<file path="config.mk">
export PLATFORM = sky130hd
export DESIGN_NAME = tri_timer
export DESIGN_NICKNAME = d
export VERILOG_FILES = /design/src/rtl/tri_timer_pkg.sv /design/src/rtl/tri_timer_ctrl.sv /design/src/rtl/tri_timer_dp.sv /design/src/rtl/tri_timer.sv
export SDC_FILE = /design/constraint.sdc
export NUM_CORES = 1
export LEC_CHECK = 0
export ABC_CLOCK_PERIOD_IN_PS = 2510
export BUFFER_PORTS_ARGS = -buffer_cell sky130_fd_sc_hd__buf_2
export CAP_MARGIN = 20
export CORE_MARGIN = 1.5
export CORE_UTILIZATION = 36
export CTS_CLUSTER_DIAMETER = 50
export DETAILED_ROUTE_END_ITERATION = 12
export GPL_TIMING_DRIVEN = 1
export PLACE_DENSITY = 0.56
export SLEW_MARGIN = 15
export SYNTH_ARGS = -nofsm -noshare
export SYNTH_HDL_FRONTEND = slang
export SYNTH_SLANG_ARGS = --single-unit
</file>
<file path="constraint.sdc">
create_clock -name clk -period 2.51 [get_ports clk]
set_input_delay 0.251 -clock clk [delete_from_list [all_inputs] [get_ports clk]]
set_output_delay 0.251 -clock clk [all_outputs]
set_load 0.02 [all_outputs]
</file>
<file path="src/rtl/tri_timer_pkg.sv">
`timescale 1ns/1ps
package tri_timer_pkg;

  typedef enum logic [1:0] {
    MODE_IND     = 2'd0,
    MODE_PWM     = 2'd1,
    MODE_CAS16   = 2'd2,
    MODE_CARRIER = 2'd3
  } tmode_e;

  // strobes passed from control to datapath each cycle
  typedef struct packed {
    logic [2:0] tick;     // prescaled tick, already gated by run bit
    logic [2:0] restart;  // count clear after a control write
    logic [2:0] ack;      // request clear
    tmode_e     mode;     // decoded cross-channel arrangement
  } strobe_t;

endpackage

</file>
<file path="src/rtl/tri_timer_ctrl.sv">
`timescale 1ns/1ps
module tri_timer_ctrl
  import tri_timer_pkg::*;
#(
  parameter int DW    = 8,
  parameter int BASE0 = 4,
  parameter int BASE1 = 5,
  parameter int BASE2 = 4
) (
  input  logic               clk,
  input  logic               rstN,
  input  logic               wrEn,
  input  logic [2:0]         wrAddr,
  input  logic [DW-1:0]      wrData,
  input  logic [2:0]         irqAck,
  output strobe_t            stb,
  output logic [2:0]         oe,
  output logic [2:0][DW-1:0] modVal,
  output logic [DW-1:0]      duty
);

  localparam int MAXB  = (BASE0 > BASE1) ? ((BASE0 > BASE2) ? BASE0 : BASE2)
                                         : ((BASE1 > BASE2) ? BASE1 : BASE2);
  localparam int PRE_W = MAXB + 6;
  localparam int CW    = 6;

  logic [PRE_W-1:0]    pre;
  logic [2:0][CW-1:0]  ctrlReg;
  logic [2:0]          rawTick;
  logic [2:0]          wrCtl;
  logic [3:0]          modeCode;
  tmode_e              mode;

  always_ff @(posedge clk) begin
    if (!rstN) pre <= '0;
    else       pre <= pre + 1'b1;
  end

  always_ff @(posedge clk) begin
    if (!rstN) begin
      ctrlReg <= '0;
      modVal  <= '0;
      duty    <= '0;
    end else if (wrEn) begin
      case (wrAddr)
        3'd0: ctrlReg[0] <= {wrData[5:2], 2'b00};
        3'd1: ctrlReg[1] <= wrData[5:0];
        3'd2: ctrlReg[2] <= wrData[5:0];
        3'd4: modVal[0]  <= wrData;
        3'd5: modVal[1]  <= wrData;
        3'd6: modVal[2]  <= wrData;
        3'd7: duty       <= wrData;
        default: ;
      endcase
    end
  end

  for (genvar g = 0; g < 3; g++) begin : gTick
    localparam int B = (g == 0) ? BASE0 : ((g == 1) ? BASE1 : BASE2);
    logic [4:0]       expo;
    logic [PRE_W-1:0] mask;
    always_comb begin
      expo       = 5'(B) + {2'b00, ctrlReg[g][3:2], 1'b0};
      mask       = (PRE_W'(1) << expo) - PRE_W'(1);
      rawTick[g] = ((pre & mask) == mask);
    end
    assign oe[g]    = ctrlReg[g][5];
    assign wrCtl[g] = wrEn && (wrAddr == 3'(g));
  end

  assign modeCode = {ctrlReg[1][1:0], ctrlReg[2][1:0]};

  always_comb begin
    case (modeCode)
      4'b0001: mode = MODE_PWM;
      4'b1010: mode = MODE_CAS16;
      4'b0011: mode = MODE_CARRIER;
      default: mode = MODE_IND;
    endcase
  end

  always_comb begin
    stb.mode       = mode;
    stb.ack        = irqAck;
    stb.tick[0]    = rawTick[0] & ctrlReg[0][4];
    stb.tick[1]    = rawTick[1] & ctrlReg[1][4] & (mode != MODE_CAS16);
    stb.tick[2]    = rawTick[2] & ctrlReg[2][4];
    stb.restart[0] = wrCtl[0];
    stb.restart[1] = wrCtl[1] | wrCtl[2];
    stb.restart[2] = wrCtl[1] | wrCtl[2];
  end

  // reserved channel 0 mode bits never hold a one
  assert_ch0_bits_zero_R7: assert property (@(posedge clk) disable iff (!rstN)
    (wrEn && wrAddr == 3'd0) |=> (ctrlReg[0][1:0] == 2'b00));

endmodule

</file>
<file path="src/rtl/tri_timer_dp.sv">
`timescale 1ns/1ps
module tri_timer_dp
  import tri_timer_pkg::*;
#(
  parameter int DW = 8
) (
  input  logic               clk,
  input  logic               rstN,
  input  strobe_t            stb,
  input  logic [2:0]         oe,
  input  logic [2:0][DW-1:0] modVal,
  input  logic [DW-1:0]      duty,
  input  logic [1:0]         rdSel,
  output logic [DW-1:0]      rdData,
  output logic [2:0]         tout,
  output logic [2:0]         irqReq
);

  localparam int WW = 2 * DW;

  logic [2:0][DW-1:0] cnt, cntNxt;
  logic [2:0]         tff, tffNxt;
  logic [2:0]         irq, irqSet;
  logic [2:0]         match;
  logic               gate, gateNxt;
  logic               match16;
  logic [WW-1:0]      wide, wideNxt;
  logic               pwmOut;
  logic [2:0]         pinRaw;

  for (genvar g = 0; g < 3; g++) begin : gCmp
    assign match[g] = (cnt[g] == modVal[g]);
  end

  assign wide    = {cnt[1], cnt[2]};
  assign match16 = (wide == {modVal[1], modVal[2]});
  assign wideNxt = wide + 1'b1;

  always_comb begin
    cntNxt = cnt;
    tffNxt = tff;
    irqSet = '0;
    gateNxt = gate;
    for (int i = 0; i < 3; i++) begin
      if (stb.restart[i]) begin
        cntNxt[i] = '0;
      end else if (stb.tick[i]) begin
        if (match[i]) begin
          cntNxt[i] = '0;
          irqSet[i] = 1'b1;
          if (!(i == 2 && stb.mode == MODE_PWM)) tffNxt[i] = ~tff[i];
        end else begin
          cntNxt[i] = cnt[i] + 1'b1;
        end
      end
    end
    if (stb.mode == MODE_CAS16) begin
      irqSet[2:1] = 2'b00;
      tffNxt[2:1] = tff[2:1];
      if (stb.restart[2]) begin
        cntNxt[1] = '0;
        cntNxt[2] = '0;
      end else if (stb.tick[2]) begin
        if (match16) begin
          cntNxt[1] = '0;
          cntNxt[2] = '0;
          tffNxt[1] = ~tff[1];
          irqSet[1] = 1'b1;
        end else begin
          {cntNxt[1], cntNxt[2]} = wideNxt;
        end
      end
    end
    if (stb.mode == MODE_CARRIER && stb.tick[2] && match[2] && !stb.restart[2])
      gateNxt = tff[1];
  end

  always_ff @(posedge clk) begin
    if (!rstN) begin
      cnt  <= '0;
      tff  <= '0;
      irq  <= '0;
      gate <= 1'b0;
    end else begin
      cnt  <= cntNxt;
      tff  <= tffNxt;
      irq  <= (irq & ~stb.ack) | irqSet;
      gate <= gateNxt;
    end
  end

  assign pwmOut = (cnt[2] < duty);

  always_comb begin
    pinRaw[0] = tff[0];
    pinRaw[1] = tff[1];
    case (stb.mode)
      MODE_PWM:     pinRaw[2] = pwmOut;
      MODE_CARRIER: pinRaw[2] = tff[2] & gate;
      default:      pinRaw[2] = tff[2];
    endcase
  end

  assign tout   = pinRaw & oe;
  assign irqReq = irq;

  always_comb begin
    case (rdSel)
      2'd0:    rdData = cnt[0];
      2'd1:    rdData = cnt[1];
      2'd2:    rdData = cnt[2];
      default: rdData = '0;
    endcase
  end

  // counts stay put without a tick or restart
  assert_hold_ch0_R12: assert property (@(posedge clk) disable iff (!rstN)
    (!stb.tick[0] && !stb.restart[0]) |=> $stable(cnt[0]));
  assert_hold_ch2_R12: assert property (@(posedge clk) disable iff (!rstN)
    (!stb.tick[2] && !stb.restart[2]) |=> $stable(cnt[2]));
  // flip-flop and request move only on a matching tick
  assert_tff_on_match_R3: assert property (@(posedge clk) disable iff (!rstN)
    !(stb.tick[0] && match[0]) |=> $stable(tff[0]));
  assert_irq_on_match_R3: assert property (@(posedge clk) disable iff (!rstN)
    $rose(irq[0]) |-> $past(stb.tick[0] && match[0]));
  // low half never raises its request in 16-bit mode
  assert_no_low_irq_R9: assert property (@(posedge clk) disable iff (!rstN)
    (stb.mode == MODE_CAS16 && !irq[2]) |=> !irq[2]);

endmodule

</file>
<file path="src/rtl/tri_timer.sv">
`timescale 1ns/1ps
module tri_timer
  import tri_timer_pkg::*;
#(
  parameter int DW    = 8,
  parameter int BASE0 = 4,
  parameter int BASE1 = 5,
  parameter int BASE2 = 4
) (
  input  logic          clk,
  input  logic          rstN,
  input  logic          wrEn,
  input  logic [2:0]    wrAddr,
  input  logic [DW-1:0] wrData,
  input  logic [2:0]    irqAck,
  input  logic [1:0]    rdSel,
  output logic [DW-1:0] rdData,
  output logic [2:0]    tout,
  output logic [2:0]    irqReq
);

  strobe_t            stb;
  logic [2:0]         oe;
  logic [2:0][DW-1:0] modVal;
  logic [DW-1:0]      duty;

  tri_timer_ctrl #(.DW(DW), .BASE0(BASE0), .BASE1(BASE1), .BASE2(BASE2)) u_ctrl (
    .clk(clk), .rstN(rstN), .wrEn(wrEn), .wrAddr(wrAddr), .wrData(wrData),
    .irqAck(irqAck), .stb(stb), .oe(oe), .modVal(modVal), .duty(duty)
  );

  tri_timer_dp #(.DW(DW)) u_dp (
    .clk(clk), .rstN(rstN), .stb(stb), .oe(oe), .modVal(modVal), .duty(duty),
    .rdSel(rdSel), .rdData(rdData), .tout(tout), .irqReq(irqReq)
  );

endmodule

</file>
Word level (Yosys, flattened, before mapping)
Cells that the tools add are included.
{ "totals": {"reg_bits": 90, "input_bits": 19, "out_inout_bits": 14, "word_cells": 132} }
{ "op_classes": {"n_addsub": 11, "magnitude_cmp": 1, "n_eq_ne": 24, "shifts": 3, "mux": 34, "n_bitwise": 21, "reduce_logical": 22} }
{ "op_table": {"columns": ["op", "n"], "rows": [
  ["2-to-1 mux 16 bit", 4],
  ["2-to-1 mux 8 bit", 7],
  ["bitwise AND 11 bit", 3],
  ["== test 11 bit", 3],
  ["<< shifter 1 x 5 -> 11 bit, first input constant", 3],
  ["subtractor 11 x 2 -> 11 bit, second input constant", 3],
  ["adder 8 x 1 -> 8 bit, second input constant", 3],
  ["== test 8 bit", 3],
  ["case mux 8 bit (3 select lines)", 1],
  ["2-to-1 mux 1 bit", 19],
  ["adder 16 x 1 -> 16 bit, second input constant", 1],
  ["== test 16 bit", 1],
  ["AND reduction 2 bit", 7],
  ["adder 3 x 3 -> 4 bit, first input constant", 3],
  ["== test 3 bit, second input constant", 4],
  ["adder 11 x 1 -> 11 bit, second input constant", 1],
  ["AND reduction 5 bit", 2],
  ["less-than comparator 8 bit", 1],
  ["inverter 1 bit", 8],
  ["bitwise AND 3 bit", 2],
  ["== test 2 bit, second input constant", 3],
  ["logical AND 1 bit", 6],
  ["case mux 2 bit (3 select lines)", 1],
  ["bitwise AND 1 bit", 5],
  ["other kinds (19)", 22]
]} }

Longest topological paths before layout
{ "logic_depth": {"ltp_word": 12, "ltp_mapped": 9, "mapped_depth_nobuf": 8} }

By module
Synthesis repeated with hierarchy kept, for this count alone.
{ "hier_totals": {"hier_cells": 557, "area_unflattened_um2": 4754.6} }
{ "by_module_without_submodules": {"columns": ["module", "instances", "cells_per_inst", "area_each_um2", "seq_area_each_um2"], "rows": [
  ["tri_timer_ctrl", 1, 268, 2412.3, 1181.1],
  ["tri_timer_dp", 1, 289, 2342.2, 620.6]
]} }

Least setup slack after synthesis
OpenSTA, ideal clock, no wires.
{ "synth_path": {"kind": "reg2reg", "start": "register u_ctrl.ctrlReg[8] (netlist bit)", "end": "register u_dp.cnt[10] (netlist bit)", "setup_ns": 0.127, "t_arrival_ns": 2.372, "t_required_ns": 2.383, "path_slack_ns": 0.011, "path_stages_with_launch": 10, "path_buffers": 1, "period_less_slack_ns": 2.499, "path_cell_list": "dfxtp_1 > or2_2 > ha_1 > and2b_1 > or4_4 > or2_1 > buf_6 > a31oi_4 > a2111oi_1 > or3_1"} }
{ "synth_between": {"elab_chain_len": 12} }
{ "synth_lines": {"columns": ["item", "line", "source"], "rows": [
  ["start: declaration", "tri_timer_ctrl.sv:28", "logic [2:0][CW-1:0] ctrlReg;"],
  ["adder 3 x 3 -> 4 bit (*)", "tri_timer_ctrl.sv:63", "expo = 5'(B) + {2'b00, ctrlReg[g][3:2], 1'b0};"],
  ["<< shifter 1 x 5 -> 11 bit (*)", "tri_timer_ctrl.sv:64", "mask = (PRE_W'(1) << expo) - PRE_W'(1);"],
  ["subtractor 11 x 2 -> 11 bit (*)", "tri_timer_ctrl.sv:64", null],
  ["bitwise AND 11 bit", "tri_timer_ctrl.sv:65", "rawTick[g] = ((pre & mask) == mask);"],
  ["== test 11 bit (*)", "tri_timer_ctrl.sv:65", null],
  ["bitwise AND 1 bit (*) (2 in a row)", "tri_timer_ctrl.sv:86", "stb.tick[1] = rawTick[1] & ctrlReg[1][4] & (mode != MODE_CAS16);"],
  ["2-to-1 mux 8 bit (*)", "tri_timer_dp.sv:47", "end else if (stb.tick[i]) begin"],
  ["2-to-1 mux 8 bit (*)", "tri_timer_dp.sv:45", "if (stb.restart[i]) begin"],
  ["2-to-1 mux 16 bit", "tri_timer_dp.sv:63", "end else if (stb.tick[2]) begin"],
  ["2-to-1 mux 16 bit", "tri_timer_dp.sv:60", "if (stb.restart[2]) begin"],
  ["2-to-1 mux 16 bit (*)", "tri_timer_dp.sv:57", "if (stb.mode == MODE_CAS16) begin"],
  ["end signal: assignment", "tri_timer_dp.sv:85", "cnt <= cntNxt;"],
  ["end: declaration", "tri_timer_dp.sv:21", "logic [2:0][DW-1:0] cnt, cntNxt;"]
]} }
Mark *: on every way between the ends. The rest lies on a longest branch, timed or not.
A chain may end at the register's enable or synchronous reset.

Worst setup path after layout
{ "layout_path": {"start": "register u_ctrl.ctrlReg[8] (netlist bit)", "end": "register u_dp.cnt[13] (netlist bit)"} }
The elaborated chain is that of the path after synthesis.

==> results.tsv <==
stage	metric	value	unit
floorplanning	fp.dieW	119	um
yosys	ys_ff_latch	90	
grt	grt_pass1_wl	20700	um
yosys	ys_types	60	
yosys	syn_nets	599	
cells_and_area	diodes	0	
critical_path	crit_type	register to register	
critical_path	cp-end-kind	register	
clock_tree	clk_path_buf_depth	2	
yosys	yosysSeqAreaShare	37.5	%
power	p_sw	690	uW
cells_and_area	drive_gt1_share	14.6	%
yosys	async_reset_ff_share	0	%
critical_path	critPathMaxFanout	9	
grt	grt_max_degree	37	
grt	grt-ovfl-total	0	
detailed_routing	vias_per_cell	5.12	
timing	setup_ws	0.0724	ns
yosys	synthFlopType	dfxtp_1	
clock_tree	numClockSinks	90	
grt	use_met1	25.8	%
detailed_routing	post_drt_wl_per_cell	15.6	um
timing	tightest_slew	0.788	ns
yosys	synth_area	0.00480	sq mm
yosys	postSynthCellCount	567	
clock_tree	path_clk_slew	0.07	ns
power	p_comb_share	6.8	%
power	pwr-share-clk	46.0	%
yosys	synth_edf_count	0	
timing	relSlewSlack	47.3	%
critical_path	startpoint_type	register	
detailed_routing	drc	0	
floorplanning	pin_count	33	
yosys	yosysWarnings	0	
hold_path	hp-class	primary input to register	
grt	antenna_found_initial	0	
grt	grtUsageMet2	28.6	%
clock_tree	cts_tree	done	
placed_design	gp_congestion	0.804	
critical_path	crit_arrival	2.70	ns
floorplanning	rows	42	
clock_tree	ctsRootBufferMaster	clkbuf_16	
power	peakVddDrop	0.342	mV
job	drv_cap	0	
power	p_per_area	552	mW/mm^2
grt	grt-busiest-layer	met2	
timing	setup_viol_count_final	0	
clock_tree	cts.hold.buffers_added	0	
yosys	synth_area_per_cell	8.47	sq um
timing	fin_skew	0.0101	ns
timing	timing.fmax	410	MHz
placed_design	pre_cts_ws	-0.0103	ns
timing	fin_tns_setup	0	ns
power	p_seq_share	47.2	%
floorplanning	die-height	119	um
critical_path	cp.required	2.77	ns
placed_design	portBuffers	32	
floorplanning	coreArea	0.0131	sq mm
floorplanning	start_util	36.6	%
clock_tree	cts_buffers	9	
clock_tree	postCtsSetupRepairBufs	0	
timing	rsz0062_at_grt	true	
placed_design	hpwlAfterDp	9470	um
detailed_routing	drtAntennaViolNets	0	
detailed_routing	drt-initial-drc-count	225	
clock_tree	htreeDepth	3	
cells_and_area	nNetsFinal	644	
detailed_routing	drt_wl_total	12400	um
timing	timing_hold_violations_final	0	
grt	track_usage	18.7	%
timing	maxSlewViolCount	0	
grt	grtUsageMet3	3.09	%
power	switching_share	22.2	%
floorplanning	dieArea	0.0140	sq mm
detailed_routing	first_pass_iters	4	
clock_tree	clk_latency	0.35	ns
power	power.internal	2410	uW
timing	finalCriticalPeriod	2.44	ns
run_status	status	finished clean	
timing	timing.final.crit_share	97.1	%
power	leakagePower	0.00227	uW
detailed_routing	vias	4060	
critical_path	rrSetupSlack	0.07	ns
grt	grt_pass1_vias	3949	
cells_and_area	syn2layout_area_growth	17.0	%
## power groups by stage
stage	clock [uW]	sequential [uW]	combinational [uW]
floorplan	0	1490	122
global placement	0	1490	208
global route	1520	1460	232
CTS	1470	1460	211
detailed placement	0	1500	210
finish	1430	1460	211
## cell usage after synthesis, drive strengths merged (14+ instances only)
cell type  instances  area share, %
mux2i             26            5.4
dfxtp             90             38
and2              15            2.0
a21boi            40            6.3
nand2             99            7.7
o21ai             22            2.3
nand3             15            1.6
nor2b             26            3.4
xor2              38            6.9
nor2              27            2.1
a21oi             14            1.5
clkbuf            22            1.8
## layer usage
layer  up-vias  routed length, um  part of all wire [%]
met2        91               5430                    44
met5         -                  0                     0
met4         0                332                   2.7
met3        23                572                   4.6
li1       2058                  -                     -
met1      1888               6050                    49
## placed cells by master, fill, tap and decap left out, types with 2 or more instances in the layout
cell type	netlist	routed
a211oi_1	3	3
clkbuf_16	0	9
nor2_1	27	27
nor2b_1	26	26
nor3_1	6	6
nand4_1	13	13
clkbuf_1	21	2
or3_1	7	7
xor2_1	38	38
nand2b_1	9	9
clkbuf_8	0	4
o211ai_1	2	2
and3_2	2	2
a311o_1	2	2
buf_4	1	25
and2_1	14	14
o22ai_1	3	3
ha_1	13	13
xnor2_1	9	9
dfxtp_1	90	90
nand3_1	15	15
nand2_1	99	99
o21ai_1	3	3
or2_2	4	4
a21oi_1	13	13
a31oi_1	3	3
o21a_1	3	3
buf_2	0	32
a21boi_0	40	40
inv_1	12	12
and3_1	3	3
o21ai_0	19	19
mux2i_1	26	26
nor4_1	7	7
o211a_1	2	2
and4_1	3	3
o31ai_1	3	3
## registers in the layout, summed over array words and instances, names as in the netlist
register and cells:
u_ctrl.pre 11, u_dp.irqReq 3, u_ctrl.oe 3, u_ctrl.ctrlReg 13, u_ctrl.modVal 24, u_ctrl.duty 8, u_dp.gate 1, u_dp.tff 3
u_dp.cnt 24
## worst max-delay path, cell delays in order, from the launching register on
cell      delay, ns
dfxtp_1        0.31
or2_2          0.29
ha_1           0.19
and2b_1        0.15
or4_4          0.47
or2_4          0.28
buf_12         0.15
o41ai_4        0.26
a21oi_1        0.07
a211oi_1       0.18
## metrics by stage
stage	total power (uW)	util, %	cell area, sq um	cells	hold WS, ns
after global placement	1700	40.2	5290	777	0.452
after floorplan	1610	-	4800	567	0.396
after global routing	3220	42.8	5620	793	0.219
after CTS	3140	42.7	5610	793	0.208
after detailed placement	1710	40.2	5290	777	0.459
final	3100	42.8	5620	793	0.217
## kinds of logic after synthesis
| kind of cell | synth area share [%] |
|---|---|
| AND/OR/NAND/NOR | 26.0 |
| AO/OA/AOI/OAI | 16.0 |
| flip-flops | 37.5 |
| XOR/XNOR | 8.57 |
| buffers and inverters | 3.13 |
| multiplexers | 5.42 |
| adder cells (fa/ha/maj) | 3.39 |
## path summary, 6_finish.rpt
kind / cells after the start / to / from
setup / recovery: 9 / u_dp.cnt[13] / u_ctrl.ctrlReg[8]
hold / removal: 3 / u_dp.irqReq[2] / irqAck[2]
setup reg to reg: 9 / u_dp.cnt[13] / u_ctrl.ctrlReg[8]
hold reg to reg: 2 / u_ctrl.duty[1] / u_ctrl.duty[1]
## what timing repair did
action                     4_1_cts  5_1_grt
setup endpoints to repair        1        3
gates resized for setup          1        1
hold endpoints to repair         0        0
pin swaps                        0        2
## cell type report
| class | instances | area (sq um) |
|---|---|---|
| repair buffers | 58 | 368 |
| clock inverters | 1 | 30.0 |
| fillers | 1357 | 7520 |
| flip-flops and latches | 90 | 1800 |
| well taps | 176 | 220 |
| multi-input cells | 441 | 2870 |
| clock buffers | 15 | 288 |
| inverters | 12 | 45.0 |
(Power assumes the default switching activity.)
